==> src/rtl/ed_tile_pkg.sv <==
`timescale 1ns/1ps
package ed_tile_pkg;
  typedef enum logic [2:0] {
    ST_IDLE,
    ST_LOAD,
    ST_ROWSET,
    ST_CELL,
    ST_ROWEND,
    ST_FLUSH,
    ST_DONE
  } ed_state_e;
endpackage

==> src/rtl/ed_tile_ctrl.sv <==
`timescale 1ns/1ps
module ed_tile_ctrl
  import ed_tile_pkg::*;
#(
  parameter int unsigned TILE  = 8,
  parameter int unsigned IDX_W = (TILE > 1) ? $clog2(TILE) : 1
) (
  input  logic             clk_i,
  input  logic             rst_ni,
  input  logic             start_i,
  output ed_state_e        state_o,
  output logic [IDX_W-1:0] row_o,
  output logic [IDX_W-1:0] col_o,
  output logic             accept_o
);
  localparam logic [IDX_W-1:0] LAST = IDX_W'(TILE - 1);

  ed_state_e        state_q;
  logic [IDX_W-1:0] row_q, col_q;

  assign accept_o = (state_q == ST_IDLE) && start_i;

  always_ff @(posedge clk_i or negedge rst_ni) begin
    if (!rst_ni) begin
      state_q <= ST_IDLE;
      row_q   <= '0;
      col_q   <= '0;
    end else begin
      unique case (state_q)
        ST_IDLE:   if (start_i) state_q <= ST_LOAD;
        ST_LOAD: begin
          state_q <= ST_ROWSET;
          row_q   <= '0;
        end
        ST_ROWSET: begin
          state_q <= ST_CELL;
          col_q   <= '0;
        end
        ST_CELL: begin
          if (col_q == LAST) state_q <= ST_ROWEND;
          else               col_q   <= col_q + 1'b1;
        end
        ST_ROWEND: begin
          if (row_q == LAST) state_q <= ST_FLUSH;
          else begin
            row_q   <= row_q + 1'b1;
            state_q <= ST_ROWSET;
          end
        end
        ST_FLUSH:  state_q <= ST_DONE;
        ST_DONE:   state_q <= ST_IDLE;
        default:   state_q <= ST_IDLE;
      endcase
    end
  end

  assign state_o = state_q;
  assign row_o   = row_q;
  assign col_o   = col_q;
endmodule

==> src/rtl/ed_tile_cell.sv <==
`timescale 1ns/1ps
module ed_tile_cell #(
  parameter int unsigned CHAR_W = 8,
  parameter int unsigned CELL_W = 32
) (
  input  logic [CHAR_W-1:0] a_ch_i,
  input  logic [CHAR_W-1:0] b_ch_i,
  input  logic [CELL_W-1:0] diag_i,
  input  logic [CELL_W-1:0] left_i,
  input  logic [CELL_W-1:0] up_i,
  output logic [CELL_W-1:0] val_o
);
  logic [CELL_W-1:0] via_diag, via_left, via_up, best_lu;

  always_comb begin
    via_diag = diag_i + CELL_W'(a_ch_i != b_ch_i);
    via_left = left_i + CELL_W'(1);
    via_up   = up_i + CELL_W'(1);
    best_lu  = (via_left < via_up) ? via_left : via_up;
    val_o    = (via_diag < best_lu) ? via_diag : best_lu;
  end
endmodule

==> src/rtl/ed_tile_dp.sv <==
`timescale 1ns/1ps
module ed_tile_dp
  import ed_tile_pkg::*;
#(
  parameter int unsigned TILE   = 8,
  parameter int unsigned CHAR_W = 8,
  parameter int unsigned CELL_W = 32,
  parameter int unsigned IDX_W  = (TILE > 1) ? $clog2(TILE) : 1,
  parameter int unsigned STR_W  = TILE * CHAR_W,
  parameter int unsigned VEC_W  = TILE * CELL_W
) (
  input  logic              clk_i,
  input  logic              rst_ni,
  input  logic              accept_i,
  input  ed_state_e         state_i,
  input  logic [IDX_W-1:0]  row_i,
  input  logic [IDX_W-1:0]  col_i,
  input  logic [STR_W-1:0]  a_chars_i,
  input  logic [STR_W-1:0]  b_chars_i,
  input  logic [VEC_W-1:0]  left_i,
  input  logic [VEC_W-1:0]  top_i,
  input  logic [CELL_W-1:0] corner_i,
  output logic [VEC_W-1:0]  right_o,
  output logic [VEC_W-1:0]  bottom_o,
  output logic [CELL_W-1:0] corner_o
);
  logic [CHAR_W-1:0] a_q [TILE];
  logic [CHAR_W-1:0] b_q [TILE];
  logic [CELL_W-1:0] left_q [TILE];
  logic [CELL_W-1:0] row_buf [TILE];  // c(i-1, 1..TILE), becomes bottom row
  logic [CELL_W-1:0] right_q [TILE];
  logic [CELL_W-1:0] corner_in_q, diag_q, run_q, cell_val;

  ed_tile_cell #(.CHAR_W(CHAR_W), .CELL_W(CELL_W)) u_cell (
    .a_ch_i (a_q[row_i]),
    .b_ch_i (b_q[col_i]),
    .diag_i (diag_q),
    .left_i (run_q),
    .up_i   (row_buf[col_i]),
    .val_o  (cell_val)
  );

  always_ff @(posedge clk_i or negedge rst_ni) begin
    if (!rst_ni) begin
      for (int k = 0; k < TILE; k++) begin
        a_q[k]     <= '0;
        b_q[k]     <= '0;
        left_q[k]  <= '0;
        row_buf[k] <= '0;
        right_q[k] <= '0;
      end
      corner_in_q <= '0;
      diag_q      <= '0;
      run_q       <= '0;
    end else if (accept_i) begin
      for (int k = 0; k < TILE; k++) begin
        a_q[k]     <= a_chars_i[k*CHAR_W +: CHAR_W];
        b_q[k]     <= b_chars_i[k*CHAR_W +: CHAR_W];
        left_q[k]  <= left_i[k*CELL_W +: CELL_W];
        row_buf[k] <= top_i[k*CELL_W +: CELL_W];
      end
      corner_in_q <= corner_i;
    end else begin
      unique case (state_i)
        ST_ROWSET: begin
          diag_q <= (row_i == '0) ? corner_in_q : left_q[row_i - 1'b1];
          run_q  <= left_q[row_i];
        end
        ST_CELL: begin
          row_buf[col_i] <= cell_val;
          diag_q         <= row_buf[col_i];
          run_q          <= cell_val;
        end
        ST_ROWEND: right_q[row_i] <= run_q;
        default: ;
      endcase
    end
  end

  for (genvar g = 0; g < TILE; g++) begin : g_out
    assign right_o[g*CELL_W +: CELL_W]  = right_q[g];
    assign bottom_o[g*CELL_W +: CELL_W] = row_buf[g];
  end
  assign corner_o = right_q[TILE-1];
endmodule

==> src/rtl/ed_tile_engine.sv <==
`timescale 1ns/1ps
module ed_tile_engine
  import ed_tile_pkg::*;
#(
  parameter int unsigned TILE   = 8,
  parameter int unsigned CHAR_W = 8,
  parameter int unsigned CELL_W = 32,
  localparam int unsigned IDX_W = (TILE > 1) ? $clog2(TILE) : 1,
  localparam int unsigned STR_W = TILE * CHAR_W,
  localparam int unsigned VEC_W = TILE * CELL_W
) (
  input  logic              clk_i,
  input  logic              rst_ni,
  input  logic              start_i,
  input  logic [STR_W-1:0]  a_chars_i,
  input  logic [STR_W-1:0]  b_chars_i,
  input  logic [VEC_W-1:0]  left_i,
  input  logic [VEC_W-1:0]  top_i,
  input  logic [CELL_W-1:0] corner_i,
  output logic              busy_o,
  output logic              done_o,
  output logic [VEC_W-1:0]  right_o,
  output logic [VEC_W-1:0]  bottom_o,
  output logic [CELL_W-1:0] corner_o
);
  ed_state_e        state;
  logic [IDX_W-1:0] row, col;
  logic             accept;

  ed_tile_ctrl #(.TILE(TILE), .IDX_W(IDX_W)) u_ctrl (
    .clk_i    (clk_i),
    .rst_ni   (rst_ni),
    .start_i  (start_i),
    .state_o  (state),
    .row_o    (row),
    .col_o    (col),
    .accept_o (accept)
  );

  ed_tile_dp #(
    .TILE(TILE), .CHAR_W(CHAR_W), .CELL_W(CELL_W),
    .IDX_W(IDX_W), .STR_W(STR_W), .VEC_W(VEC_W)
  ) u_dp (
    .clk_i     (clk_i),
    .rst_ni    (rst_ni),
    .accept_i  (accept),
    .state_i   (state),
    .row_i     (row),
    .col_i     (col),
    .a_chars_i (a_chars_i),
    .b_chars_i (b_chars_i),
    .left_i    (left_i),
    .top_i     (top_i),
    .corner_i  (corner_i),
    .right_o   (right_o),
    .bottom_o  (bottom_o),
    .corner_o  (corner_o)
  );

  assign busy_o = (state != ST_IDLE);
  assign done_o = (state == ST_DONE);
endmodule

==> config.mk <==
export PLATFORM = sky130hd
export DESIGN_NAME = ed_tile_engine
export DESIGN_NICKNAME = d
export VERILOG_FILES = /design/src/rtl/ed_tile_pkg.sv /design/src/rtl/ed_tile_ctrl.sv /design/src/rtl/ed_tile_cell.sv /design/src/rtl/ed_tile_dp.sv /design/src/rtl/ed_tile_engine.sv
export SDC_FILE = /design/constraint.sdc
export NUM_CORES = 2
export LEC_CHECK = 0
export BUFFER_PORTS_ARGS = -buffer_cell sky130_fd_sc_hd__buf_2
export CAP_MARGIN = 25
export CORE_AREA = 2 2 473 475
export CTS_CLUSTER_DIAMETER = 150
export CTS_CLUSTER_SIZE = 8
export DETAILED_ROUTE_END_ITERATION = 8
export DIE_AREA = 0 0 475 477
export MAX_ROUTING_LAYER = met4
export PLACE_DENSITY = 0.42
export SLEW_MARGIN = 10
export SYNTH_ARGS = -nofsm -noshare
export SYNTH_HDL_FRONTEND = slang
export SYNTH_SLANG_ARGS = --single-unit
==> constraint.sdc <==
create_clock -name clk_i -period 21.1 [get_ports clk_i]
set_input_delay 2.11 -clock clk_i [delete_from_list [all_inputs] [get_ports clk_i]]
set_output_delay 2.11 -clock clk_i [all_outputs]
set_load 0.005 [all_outputs]
==> flow_summary.json <==
{
  "dp_cells": 8747,
  "cts_buffer_depth": 3,
  "holdCritPathClass": "flop to flop",
  "grt_usage_pct": 25.70,
  "slowest_delay_ns": 0.86,
  "grt-ovfl-total": 0,
  "placed_area_sq_mm": 0.05896,
  "vias_per_cell": 4.951,
  "fill_cells": 23710,
  "nets": 6661,
  "wl_mm": 289.6,
  "start_util_pct": 22.40,
  "worst_slack_ns": 9.000,
  "p_per_area_mw_per_mm2": 178.3,
  "maxCapViolCount": 0,
  "fmax_mhz": 82.65,
  "post-route-min-period_ns": 12.10,
  "slew_viol_final": 0,
  "cp_slowest_cell": "dfrtp_4",
  "crit_arrival_ns": 12.72,
  "drcViolationCount": 0,
  "synth-seq-area-share_pct": 50.51,
  "hpwl_mm": 225.7,
  "yosys_warnings": 0,
  "layout-drive-gt1-share_pct": 34.21,
  "rsz0062_at_grt": "no",
  "pre_cts_slack_ns": 9.055,
  "vdd_drop_max_mv": 0.1352,
  "power_mw": 11.24,
  "syn_nets": 5581,
  "routabilityCongestion": 0.9446,
  "antenna_found_initial": 96,
  "drt_iter0_markers": 4024,
  "clk_latency_ns": 0.80,
  "io_buffer_count": 1220,
  "wire_per_inst_um": 32.24,
  "worstPathMaxFanout": 56,
  "die_w_um": 475,
  "holdWs_ns": 0.4693,
  "finalHoldViolCount": 0,
  "crit_required_ns": 21.72,
  "tritoncts": "yes",
  "grt_max_degree": 147,
  "num_vias": 44480,
  "min_period_over_period_pct": 57.34,
  "critPathKind": "flop to flop",
  "first_pass_iters": 6,
  "core_sq_mm": 0.2214,
  "critPathMostFrequentCell": "a21oi_1",
  "syn_avg_cell_area_sq_um": 10.25,
  "run_status": "finished, final reports clean",
  "row_count": 173,
  "clkTransAtPathRegs_ns": 0.06,
  "finalSetupViolations": 0,
  "syn2layout_area_growth_pct": 27.14,
  "post_cts_buffers": 0,
  "die_h_um": 477,
  "ant_nets": 0,
  "start_kind": "flop",
  "grt_pass1_vias": 44900,
  "synth_seq_cells": 1001,
  "stdcell_count": 8984,
  "end_kind": "flop",
  "pin_count": 1221,
  "hold_buffers": 0,
  "cts_num_sinks": 1001,
  "synth_edf_count": 0,
  "syn_inst": 4838,
  "cts_made_buffers": 143,
  "ctsHtreeMaxLevel": 4,
  "clock_skew_ns": 0.04536,
  "grt_first_pass_wirelength_mm": 392.4,
  "relSlewSlack_pct": 25.87,
  "finalInstanceArea_sq_mm": 0.06306,
  "synth_area_sq_mm": 0.04960,
  "synth_ff_type": "dfrtp_1",
  "cts_resized": 0,
  "clock-root-buffer": "clkbuf_16",
  "final_util_pct": 28.48,
  "p_leak_nw": 31.15,
  "synthArstFlopShare_pct": 100.0,
  "synth_cell_types": 72,
  "die_area_sq_mm": 0.2266,
  "final.setup.tns_ns": 0,
  "tightestPinTransition_ns": 1.108
}
[cells in the mapped netlist, types with 39 or more instances]
cell         n  area, sq um
nand2_1   1368         5135
buf_4       39        292.8
mux2_2     273         3074
xnor2_1     63        551.8
a21oi_1    104        520.5
nand3_1     49        245.2
inv_1       59        221.5
mux4_2     175         3941
clkbuf_1   289         1085
o21ai_0     87        435.4
o21ai_1    270         1351
dfrtp_1   1001        25050
nor2_1     217        814.5
ha_1        68        850.8
buf_1       42        157.7
a221oi_1    42        367.9
mux2i_1     64        640.6
a22oi_1    279         2095
a211oi_1    39        292.8
and3_1      49        306.5
[layout by cell type, fill, tap and decap left out, drive strengths merged, types with 8 or more instances in the layout]
| cell type | count |
|---|---|
| nor2 | 219 |
| nand2 | 1368 |
| xor2 | 38 |
| and3 | 49 |
| a211oi | 39 |
| buf | 1325 |
| a21o | 13 |
| nor2b | 17 |
| clkbuf | 151 |
| a21oi | 104 |
| nor3 | 14 |
| nand3 | 49 |
| nand4 | 20 |
| ha | 68 |
| diode | 73 |
| o21ai | 358 |
| xnor2 | 63 |
| inv | 67 |
| a32oi | 10 |
| a221oi | 42 |
| mux2 | 279 |
| mux2i | 93 |
| nor4 | 8 |
| mux4 | 175 |
| dfrtp | 1001 |
| a22oi | 279 |
| o22ai | 15 |
[cells by family (layout without fill, tap and decap cells)]
group                      count (synthesis)  after routing  synth area share, %
and+or+nand+nor                         1777           1777                14.42
DFF                                     1001           1001                50.51
AOI/OAI and AO/OA                        892            892                11.36
muxes                                    547            547                16.39
buffers and inverters                    452           1550                3.830
xor gates and xnor gates                 101            101                1.784
adders and majority gates                 68             68                1.716
other                                      0             73                    0
[cell type report]
cell class	count	area [sq um]	share of cell area [%]
antenna	73	182.7	0.2897
tap	2975	3722	5.903
multi-input combinational	3385	22920	36.34
sequential	1001	25070	39.76
timing repair buffer	1325	7046	11.17
clock inverter	12	188.9	0.2996
clock buffer	151	3694	5.858
inverter	62	235.2	0.3730
[sequential cells by signal, indices dropped and copies added, names as in the netlist]
name / cells
u_ctrl.col_o: 3
u_dp.corner_o: 32
u_dp.run_q: 32
u_dp.diag_q: 32
u_dp.right_o: 224
u_ctrl.state_o: 3
u_dp.bottom_o: 256
u_ctrl.row_o: 3
u_dp.b_q: 64
u_dp.a_q: 64
u_dp.corner_in_q: 32
u_dp.left_q: 256
[final timing paths]
check | startpoint | endpoint | slack [ns] | cells after the start
setup / recovery | u_ctrl.col_o[0] | u_dp.bottom_o[102] | 9.00 | 33
hold reg to reg | u_dp.b_q[28] | u_dp.b_q[28] | 0.47 | 2
setup reg to reg | u_ctrl.col_o[0] | u_dp.bottom_o[102] | 9.00 | 33
min in group asynchronous | rst_ni | u_dp.right_o[177] | 1.35 | 1
max in group asynchronous | rst_ni | u_dp.b_q[1] | 16.23 | 6
hold / removal | u_dp.b_q[28] | u_dp.b_q[28] | 0.47 | 2
[where the power goes]
part           switching [mW]  internal (mW)
clock                   0.900           1.24
combinational            3.50           1.99
sequential              0.978           2.64
total                    5.38           5.86
[worst max-delay path, delay by kind of cell (launching register included)]
kind | cells | cell delay (ns)
buf+inv | 4 | 1.93
mux | 1 | 0.80
flops | 1 | 0.86
compound gates | 18 | 4.66
simple gates | 7 | 2.78
xor+xnor | 1 | 0.15
fa+ha+maj | 2 | 0.64
[layer usage]
metal	GRT usage, %	routed length, um
met1	33.80	125600
met2	39.18	132000
met3	5.825	22870
met4	7.835	9120
met5	-	0
(Power assumes the default switching activity.)
